## src/rtl/tag_store.sv

```systemverilog
module tag_store #(
  parameter int ADDR_W = 8,
  parameter int TAG_W  = 12
) (
  input  logic              clk,
  input  logic              clr_n,
  input  logic              sel_a_n,
  input  logic              sel_b_n,
  input  logic [ADDR_W-1:0] addr,
  input  logic [TAG_W-1:0]  tag_in,
  input  logic [2:0]        stat_in,
  input  logic              tag_we_n,
  input  logic              stat_we_n,
  input  logic              tag_oe_n,
  input  logic              stat_oe_n,
  input  logic              ack_oe_n,
  input  logic              stat_generic,
  input  logic              rd_wr,
  input  logic              ext_ack_n,
  input  logic              ack_hold,
  output logic              match,
  output logic [TAG_W-1:0]  tag_out,
  output logic              tag_drv,
  output logic [2:0]        stat_out,
  output logic              stat_drv,
  output logic              ack_n,
  output logic              ack_drv
);
  localparam int DEPTH = 1 << ADDR_W;

  logic [TAG_W-1:0] tag_mem [DEPTH];
  logic [DEPTH-1:0] vld_q, dty_q, wt_q;

  logic sel, hit_raw, vld, wt, qual;

  assign sel = ~sel_a_n & ~sel_b_n;
  assign vld = vld_q[addr];
  assign wt  = wt_q[addr];

  // tag field: written only under its own enable
  always_ff @(posedge clk)
    if (sel && !tag_we_n) tag_mem[addr] <= tag_in;

  // status field: the clear covers the whole array and outranks a write
  always_ff @(posedge clk) begin
    if (!clr_n) begin
      vld_q <= '0;
      dty_q <= '0;
      wt_q  <= '0;
    end else if (sel && !stat_we_n) begin
      vld_q[addr] <= stat_in[0];
      dty_q[addr] <= stat_in[1];
      wt_q[addr]  <= stat_in[2];
    end
  end

  assign hit_raw = (tag_mem[addr] == tag_in);
  assign match   = sel & hit_raw & (stat_generic | vld);
  assign qual    = stat_generic ? match : (match & (rd_wr | ~wt));
  assign ack_n   = ~(sel & ~ack_hold & (~ext_ack_n | qual));

  assign tag_drv  = sel & ~tag_oe_n & tag_we_n;
  assign stat_drv = sel & ~stat_oe_n & stat_we_n;
  assign ack_drv  = sel & ~ack_oe_n;
  assign tag_out  = tag_drv ? tag_mem[addr] : '0;
  assign stat_out = stat_drv ? {wt, dty_q[addr], vld} : 3'b000;

  assert_clear_all_R5: assert property (@(posedge clk)
    !clr_n |=> (vld_q == '0 && dty_q == '0 && wt_q == '0));

  assert_invalid_nohit_R3: assert property (@(posedge clk)
    (!stat_generic && !vld_q[addr]) |-> !match);

  assert_deselect_quiet_R10: assert property (@(posedge clk)
    (sel_a_n || sel_b_n) |-> (ack_n && !match && !tag_drv && !stat_drv && !ack_drv));

  assert_hold_blocks_R8: assert property (@(posedge clk)
    ack_hold |-> ack_n);

  assert_tag_lands_R1: assert property (@(posedge clk)
    (sel && !tag_we_n) |=> (tag_mem[$past(addr)] == $past(tag_in)));

  assert_tag_keeps_valid_R4: assert property (@(posedge clk)
    (sel && !tag_we_n && stat_we_n && clr_n) |=> (vld_q == $past(vld_q)));
endmodule

```

## config.mk

```make
export PLATFORM = sky130hd
export DESIGN_NAME = tag_store
export DESIGN_NICKNAME = d
export VERILOG_FILES = /design/src/rtl/tag_store.sv
export SDC_FILE = /design/constraint.sdc
export NUM_CORES = 2
export LEC_CHECK = 0
export CAP_MARGIN = 20
export CORE_UTILIZATION = 55
export CTS_BUF_LIST = sky130_fd_sc_hd__clkbuf_4 sky130_fd_sc_hd__clkbuf_8 sky130_fd_sc_hd__clkbuf_16
export DETAILED_ROUTE_END_ITERATION = 16
export DONT_BUFFER_PORTS = 1
export GPL_ROUTABILITY_DRIVEN = 1
export PLACE_DENSITY = 0.73
export REMOVE_ABC_BUFFERS = 1
export SLEW_MARGIN = 10
export SYNTH_ARGS = -nofsm -noshare
export SYNTH_HDL_FRONTEND = slang
export SYNTH_SLANG_ARGS = --single-unit
```

## constraint.sdc

```tcl
create_clock -name clk -period 11.3 [get_ports clk]
set_clock_uncertainty 0.1 [all_clocks]
set_input_delay 2.26 -clock clk [delete_from_list [all_inputs] [get_ports clk]]
set_output_delay 2.26 -clock clk [all_outputs]
set_load 0.03 [all_outputs]
```

==> results_dict.tcl <==
set metrics [dict create \
    rrSetupSlack_ns 10.43 \
    drv_cap 0 \
    rsz0062_at_grt "false" \
    cts_buffers 380 \
    wl_per_cell_um 32.42 \
    avgSynthCellArea_um2 15.65 \
    r2r_start "vld_q[253]" \
    finalCriticalPeriod_ns 11.23 \
    avgViaCountPerCell 6.802 \
    cts.clk_slew.worst_paths_ns 0.06 \
    fin_tns_setup_ns 0 \
    cp_slowest_stage_delay_ns 0.71 \
    fmax_mhz 89.06 \
    cp-start-kind "input port" \
    fin_area_mm2 0.1739 \
    grt_use_total_pct 31.36 \
    hp-class "reg2reg" \
    vias 95670 \
    postCtsSetupRepairBufs 0 \
    portBuffers 0 \
    setup_violations 0 \
    hold_buffers 0 \
    grt_pass1_wl_um 649800 \
    fin_nets 10030 \
    irDropWorstVdd_v 0.0001358 \
    die_area_mm2 0.2868 \
    layout-area-overhead-vs-synth_pct 11.09 \
    worst_pin_slew_ns 1.627 \
    r2r-end "vld_q[253]" \
    die_h_um 535.5 \
    synthCells 10000 \
    status "finished with violations" \
    fill_cells 19620 \
    leakagePower_nw 55.13 \
    finish.utilization_pct 61.50 \
    coreArea_mm2 0.2828 \
    antenna_left 0 \
    gr-total-overflow 0 \
    slowest_stage "nor4_1" \
    drive_above_1_share_pct 18.22 \
    grt_pass1_vias 93050 \
    fin_crit_sh_pct 99.37 \
    relSlewSlack_pct -8.443 \
    busiest_layer "met2" \
    seqCellArea_mm2 0.1076 \
    drtIter0Drc 15380 \
    power_mw 29.32 \
    worstPathMaxFanout 109 \
    ys_seq_area_share_pct 68.74 \
    r2r_cells 2 \
    drt-total-wl_um 456000 \
    initial_core_util_pct 55.36 \
    die_x_um 535.5 \
    netlist_area_mm2 0.1566 \
    synth-edff-count 3072 \
    slew_violations 169 \
    p_per_area_mw_per_mm2 168.6 \
    root_buffer "clkbuf_16" \
    end_kind "output pin" \
    clock_sinks 3840 \
    synth_top_area_share_pct 58.92 \
    ys_seq_elements 3840 \
    num_rows 195 \
    crit_type "in2out" \
    synth-main-ff-cell "edfxtp_1" \
    clk_path_buf_depth 4 \
    violations "max-slew violations" \
    grt_max_degree 769 \
    gr-usage-met3_pct 8.258 \
    critical_path_required_ns 8.94 \
    antenna_found_initial 23 \
    cp_common_cell "buf_16" \
    synth_area_leaders "edfxtp_1 59%, mux4_2 10%, dfxtp_1 9.8%" \
    cts_tree "done" \
    yosys_warnings 0 \
    ys_types 91 \
    drt_drc_violations_left 0 \
    use_met2_pct 47.96 \
    crit_end "ack_n" \
    htree_num_levels 5 \
    synth_largest_area_cell "edfxtp_1" \
    clock_latency_ns 0.91 \
    grt_use_met1_pct 41.43 \
    multi_input_area_mm2 0.04520 \
    ios 56 \
    crit_arrival_ns 8.87 \
    path_cells "buf_16 -> buf_16 -> buf_16 -> buf_16 -> buf_16 -> mux4_2 -> nand2_1 -> a21oi_1 -> nor4_1 -> buf_4 -> nand3_1 -> xnor2_1 -> nand4_1 -> o21a_1 -> o41ai_2 -> buf_4 -> nand2_1 -> buf_4" \
    setup.worst_path.start "addr[1]" \
    dpl-instance-area_mm2 0.1608 \
    hold_viol_final 0 \
    dp_hpwl_um 256200 \
    firstDrtPassIters 8 \
    async_reset_ff_share_pct 0 \
    gp_congestion 0.9224 \
]
[worst min path at each step]
stage | startpoint | endpoint | slack, ns | cells after the start
6_report | wt_q[23] | wt_q[23] | 0.36 | 2
3_3_place_gp | wt_q[232] | wt_q[232] | 0.35 | 2
3_5_place_dp | vld_q[207] | vld_q[207] | 0.35 | 2
2_1_floorplan | dty_q[102] | dty_q[102] | 0.34 | 2
5_1_grt | wt_q[107] | wt_q[107] | 0.38 | 2
4_1_cts | dty_q[74] | dty_q[74] | 0.36 | 2
[power by group]
part	internal, mW	switching, mW	total [mW]
registers	15.3	0.00241	15.3
clock network	7.55	5.36	12.9
logic	0.450	0.711	1.16
total	23.3	6.07	29.3
[cell families after synthesis]
kind of cell | after synthesis | synth area share (%)
DFF | 3840 | 68.74
and+or+nand+nor | 2459 | 6.924
AOI/OAI and AO/OA | 1565 | 7.242
muxes | 1329 | 14.31
buffers and inverters | 802 | 2.744
xor gates and xnor gates | 6 | 0.03357
[layout make-up]
type,count,share of cell area (%)
sequential,3840,61.88
multi-input combinational,5359,25.99
clock buffer,475,6.020
tap,3743,2.693
timing repair buffer,400,2.066
clock inverter,218,1.292
inverter,12,0.02878
antenna,18,0.02590
[per-layer routing]
layer,routed length [µm],up-vias,share of wire (%)
met5,106,-,0.023
li1,-,39000,-
met2,207700,6716,46
met4,27110,14,5.9
met3,59320,1223,13
met1,161800,48720,35
[cell usage after synthesis, drive strengths merged (49+ instances only)]
cell / number
o21ai: 179
mux4: 720
nand3: 772
mux2i: 602
a221oi: 58
dfxtp: 768
a22oi: 304
clkbuf: 431
nor2: 392
nand2: 1109
a21boi: 768
a21oi: 49
edfxtp: 3072
buf: 358
[layout by cell type (no fill, tap or decap), drive strengths merged, types with 10 or more instances in the layout]
cell type,count
mux2i,602
a21oi,49
nand4,32
nand3,772
mux4,720
a21boi,768
nor4,14
nand2b,12
bufinv,43
clkbuf,478
o21ai,179
and3,15
clkinv,159
nand3b,11
a31oi,31
diode,18
a22oi,304
clkinvlp,11
nor3,31
a22o,39
dfxtp,768
o211ai,13
a211oi,11
o22ai,41
buf,395
edfxtp,3072
nor2,392
nand2,1109
and2,10
a221oi,58
inv,17
[flip-flops by register name, summed over array words and instances, names as in the netlist]
name and cells:
dty_q 256, wt_q 256, vld_q 256, tag_mem 3072
[what timing repair did]
action / CTS / global route
cloned: 2 / 3
setup endpoints to repair: 1 / 1
resized for setup: 0 / 1
[worst max-delay path: cells and delay by family]
| family | cells | cell delay (ns) |
|---|---|---|
| multiplexers | 1 | 0.57 |
| XOR/XNOR | 1 | 0.22 |
| AO/OA/AOI/OAI | 3 | 0.91 |
| buffers and inverters | 8 | 2.90 |
| AND/OR/NAND/NOR | 5 | 1.21 |
[per-stage QoR]
step	hold slack [ns]	worst slack, ns	instances
5_1_grt	0.3819	0.03948	14060
4_1_cts	0.3618	0.2392	14030
2_1_floorplan	0.3402	2.226	9211
3_3_place_gp	0.3458	-0.2484	13320
6_report	0.3628	0.07154	14070
3_5_place_dp	0.3529	-0.1739	13340
Power figures use the tool's default switching activity.
